[config.mk]
export PLATFORM = sky130hd
export DESIGN_NAME = gpio_pad_bank
export DESIGN_NICKNAME = d
export VERILOG_FILES = /design/src/rtl/gpio_pad_bank.sv
export SDC_FILE = /design/constraint.sdc
export NUM_CORES = 2
export LEC_CHECK = 0
export BUFFER_PORTS_ARGS = -buffer_cell sky130_fd_sc_hd__buf_2
export CORE_UTILIZATION = 55
export CTS_CLUSTER_SIZE = 8
export DETAILED_ROUTE_END_ITERATION = 12
export GPL_ROUTABILITY_DRIVEN = 0
export PLACE_DENSITY = 0.81
export SYNTH_ARGS = -nofsm -noshare
export SYNTH_HDL_FRONTEND = slang
export SYNTH_SLANG_ARGS = --single-unit
export TNS_END_PERCENT = 20
[constraint.sdc]
create_clock -name clk -period 2.9 [get_ports clk]
set_input_delay 0.145 -clock clk [delete_from_list [all_inputs] [get_ports clk]]
set_output_delay 0.145 -clock clk [all_outputs]
set_load 0.05 [all_outputs]
[src/rtl/gpio_pad_bank.sv]
module gpio_pad_bank #(
  parameter int unsigned NUM_PINS  = 128,
  parameter int unsigned ADDR_W    = 12,
  parameter int unsigned CFG_BASE  = 32'h100,
  parameter logic [NUM_PINS-1:0] LOCK_INIT = '0,
  parameter logic [NUM_PINS-1:0] HOST_INIT = '1
) (
  input  logic                clk,
  input  logic                rst,
  input  logic                bus_wr,
  input  logic                bus_rd,
  input  logic [ADDR_W-1:0]   bus_addr,
  input  logic [31:0]         bus_wdata,
  output logic [31:0]         bus_rdata,
  input  logic [NUM_PINS-1:0] pin_in,
  output logic [NUM_PINS-1:0] pin_out,
  output logic [NUM_PINS-1:0] pin_oe
);

  localparam int unsigned IDX_W     = $clog2(NUM_PINS);
  localparam int unsigned NUM_WORDS = (NUM_PINS + 31) / 32;
  localparam int unsigned PAD_W     = NUM_WORDS * 32;
  localparam int unsigned LOCK_LO   = 4;
  localparam int unsigned LOCK_END  = LOCK_LO + 4 * NUM_WORDS;
  localparam int unsigned CFG_END   = CFG_BASE + 4 * NUM_PINS;
  localparam logic [PAD_W-1:0] LOCK_PAD = PAD_W'(LOCK_INIT);

  logic [NUM_PINS-1:0] tx_q, txdis_q, rxdis_q;
  logic [1:0]          rxm_q  [NUM_PINS];
  logic [7:0]          isel_q [NUM_PINS];
  logic [NUM_PINS-1:0] sync1_q, sync2_q;

  logic [31:0]      a32, cfg_off, lock_off;
  logic             ptr_hit, lock_hit, cfg_hit, wr_ok;
  logic [IDX_W-1:0] idx;
  logic [31:0]      rd_word;

  assign a32      = 32'(bus_addr) & 32'hFFFF_FFFC;
  assign cfg_off  = a32 - CFG_BASE;
  assign lock_off = a32 - LOCK_LO;
  assign ptr_hit  = (a32 == 32'd0);
  assign lock_hit = (a32 >= LOCK_LO) && (a32 < LOCK_END);
  assign cfg_hit  = (a32 >= CFG_BASE) && (a32 < CFG_END);
  assign idx      = cfg_off[IDX_W+1:2];
  assign wr_ok    = bus_wr && cfg_hit && !LOCK_INIT[idx] && HOST_INIT[idx];

  assign pin_out = tx_q;
  assign pin_oe  = ~txdis_q;

  always_ff @(posedge clk) begin
    if (rst) begin
      sync1_q <= '0;
      sync2_q <= '0;
    end else begin
      sync1_q <= pin_in;
      sync2_q <= sync1_q;
    end
  end

  always_ff @(posedge clk) begin
    if (rst) begin
      tx_q    <= '0;
      txdis_q <= '1;
      rxdis_q <= '0;
      for (int i = 0; i < NUM_PINS; i++) begin
        rxm_q[i]  <= 2'd2;
        isel_q[i] <= 8'd0;
      end
    end else if (wr_ok) begin
      tx_q[idx]    <= bus_wdata[0];
      txdis_q[idx] <= bus_wdata[3];
      rxdis_q[idx] <= bus_wdata[4];
      isel_q[idx]  <= bus_wdata[21:14];
      rxm_q[idx]   <= bus_wdata[23:22];
    end
  end

  always_comb begin
    rd_word = '0;
    if (ptr_hit) begin
      rd_word = CFG_BASE;
    end else if (lock_hit) begin
      rd_word = LOCK_PAD[lock_off[31:2]*32 +: 32];
    end else if (cfg_hit) begin
      rd_word = {4'b0, HOST_INIT[idx], 3'b0, rxm_q[idx], isel_q[idx], 9'b0,
                 rxdis_q[idx], txdis_q[idx], 1'b0, sync2_q[idx], tx_q[idx]};
    end
  end

  always_ff @(posedge clk) begin
    if (rst)         bus_rdata <= '0;
    else if (bus_rd) bus_rdata <= rd_word;
  end

endmodule


==> impl_metrics.yaml <==
status:
  status: "finished with violations"
  violations: "setup timing"
floorplanning:
  ios: 464
  die_w_um: 391
  die_h_um: 391
  initial_utilization_pct: 55.5
  dieArea_mm2: 0.153
  coreArea_mm2: 0.150
  rows: 142
detailed_routing:
  drt-pass1-iter-count: 7
  routed_wl_um: 303000
  wl_per_cell_um: 30.4
  drt_iter0_markers: 11200
  num_vias: 64800
  drc: 0
  routed-wl-met2_um: 129000
  highest_layer: "met5"
  post_drt_via_cell_ratio: 6.50
  drt.antenna.violating_nets: 0
  m1WireLength_um: 99800
  wl_met3_um: 50100
global_route:
  grt_first_pass_wirelength_um: 431000
  antenna_found_initial: 30
  grt_usage_pct: 39.0
  grt_max_degree: 129
  gr-total-overflow: 0
  grt_pass1_vias: 63000
finish:
  fillCellCount: 9835
  final_cell_mix: "edfxtp_1 (1280), and2_1 (976), mux2i_1 (899), dfxtp_1 (656), buf_4 (546)"
  layout_commonest_cell: "edfxtp_1"
  drive_above_1_share_pct: 17.7
  fin_cells: 9969
  final_core_util_pct: 68.3
  syn2layout_area_growth_pct: 23.0
  final_nets: 7923
placed_design:
  io_buffers: 426
  pre_cts_ws_ps: -563
  dpl.hpwl_um: 200000
  place_inst: 9204
timing:
  clock_skew_ps: 78.6
  tns_ps: -35.2
  fin_crit_sh_pct: 101
  setup_violations: 1
  tightestPinTransition_ps: 1230
  relSlewSlack_pct: 17.6
  finalHoldViolCount: 0
  max_freq_mhz: 341
  drv_slew: 0
  finalWorstSetupSlack_ps: -35.2
  rsz0062_at_grt: "false"
  period_needed_ps: 2940
run:
  max-cap-violations: 0
synthesis:
  synth_area_leader_cell: "edfxtp_1"
  synth_cells: 6762
  ys.flop_type: "edfxtp_1"
  synthTopCellsByArea: "edfxtp_1 (46%), dfxtp_1 (16%), mux2i_1 (11%), and2_1 (7.3%), o22ai_1 (2.9%)"
  ys_warn_count: 0
  yosysSeqAreaShare_pct: 61.9
  syn-cell-area_mm2: 0.0833
  synth.distinct_cells: 42
  synthArstFlopShare_pct: 0
  synth_edf_count: 1280
  synth_top_area_share_pct: 46.2
  syn_area_per_cell_um2: 12.3
  synth_seq_cells: 1936
cts:
  cts_setup_buffers: 0
  cts_buffers: 293
  clock_latency_ps: 950
  clk_path_buf_depth: 4
  clk_pin_slew_worst_paths_ps: 50
  cts_tree: "yes"
  cts.sinks: 1936
  root_buffer: "clkbuf_16"
  htreeDepth: 5
critical_path:
  required_ps: 3700
  crit_path_start_kind: "flop"
  crit_fanout: 1
  crit_arrival_ps: 3740
  cp-end-kind: "flop"
  critPathKind: "flop to flop"
power_and_ir_drop:
  power_mw: 66.9
  leakage_nw: 42.8
  vdd_ir_drop_max_mv: 0.696
  p_per_area_mw_per_mm2: 653
min_path:
  hold_path.class: "input port to flop"
## where the power goes
part | switching (mW) | internal (mW) | total (mW)
Clock | 12.1 | 19.3 | 31.4
Combinational | 3.04 | 1.68 | 4.71
Sequential | 0.376 | 30.5 | 30.8
## metrics by stage
| step | cell area, µm² | hold slack [ps] |
|---|---|---|
| floorplan | 83300 | 273 |
| global placement | 91400 | 356 |
| detailed placement | 91400 | 359 |
| CTS | 102000 | 2.12 |
| global route | 102000 | 1.95 |
| finish | 102000 | 10.3 |
## final timing paths
| check | start | to | slack [ps] | depth (start not counted) |
|---|---|---|---|---|
| max reg2reg | isel_q[20][7] | bus_rdata[21] | -40 | 7 |
| min reg2reg | sync1_q[3] | sync2_q[3] | 420 | 1 |
| max | isel_q[20][7] | bus_rdata[21] | -40 | 7 |
| min | pin_in[111] | sync1_q[111] | 10 | 3 |
## repair_timing
| item | 4_1_cts | 5_1_grt |
|---|---|---|
| hold buffers | 264 | 0 |
| pin swaps | 0 | 0 |
| endpoints found under the setup margin | 1 | 2 |
| hold endpoints to repair | 473 | 0 |
| resized for setup | 1 | 2 |
## metal layers
metal | GRT usage [%] | vias to the layer above
li1 | - | 26400
met4 | 24.9 | 32
met2 | 57.2 | 5841
met3 | 15.7 | 1352
met1 | 47.6 | 31200
met5 | 0 | -
## worst max-delay path, cell delays in order (launching register included)
cell and delay, ps:
edfxtp_1 420, mux2i_1 220, o22ai_1 200, or4_1 580
nor4_1 760, buf_4 300, a311oi_1 100, a32o_1 280
## flip-flops by register name, summed over array words and instances (netlist names)
signal     count
txdis_q      128
sync2_q      128
bus_rdata     16
rxm_q        256
isel_q      1024
rxdis_q      128
sync1_q      128
pin_out      128
## cells by family after synthesis
logic type	synth area share, %
XOR/XNOR	0.0105
flip-flops	61.9
buffers and inverters	4.49
other	0.00450
AO/OA/AOI/OAI	8.11
multiplexers	10.8
AND/OR/NAND/NOR	14.6
## final cells by class
class                           count  area, µm²  area share [%]
Inverter                          256        963           0.941
Multi-Input combinational cell   3936      28200            27.5
Clock buffer                      481       8210            8.01
Tap cell                         2016       2520            2.46
Clock inverter                     11        158           0.154
Sequential cell                  1936      51600            50.3
Antenna cell                        9       22.5          0.0220
Timing Repair Buffer             1324      10800            10.6
## synthesized netlist by cell type, types with 4 or more instances
cell type,n
a311oi_1,14
nand4bb_1,6
clkbuf_1,453
a22o_1,254
nand3_1,23
or3_1,150
and2_1,976
nor3_2,5
a22oi_1,127
buf_1,13
nor3_1,30
buf_6,7
nand4b_1,4
a21oi_1,128
o22ai_1,392
nand2_1,26
buf_2,147
mux2i_1,899
o21ai_0,42
or4_1,29
nor2b_1,266
a32o_1,14
nor2_1,246
inv_1,256
edfxtp_1,1280
nand2b_1,18
and3_1,186
or4b_1,4
nor4_1,70
dfxtp_1,656
buf_4,28
No activity file was read; power rests on OpenSTA's default activity.
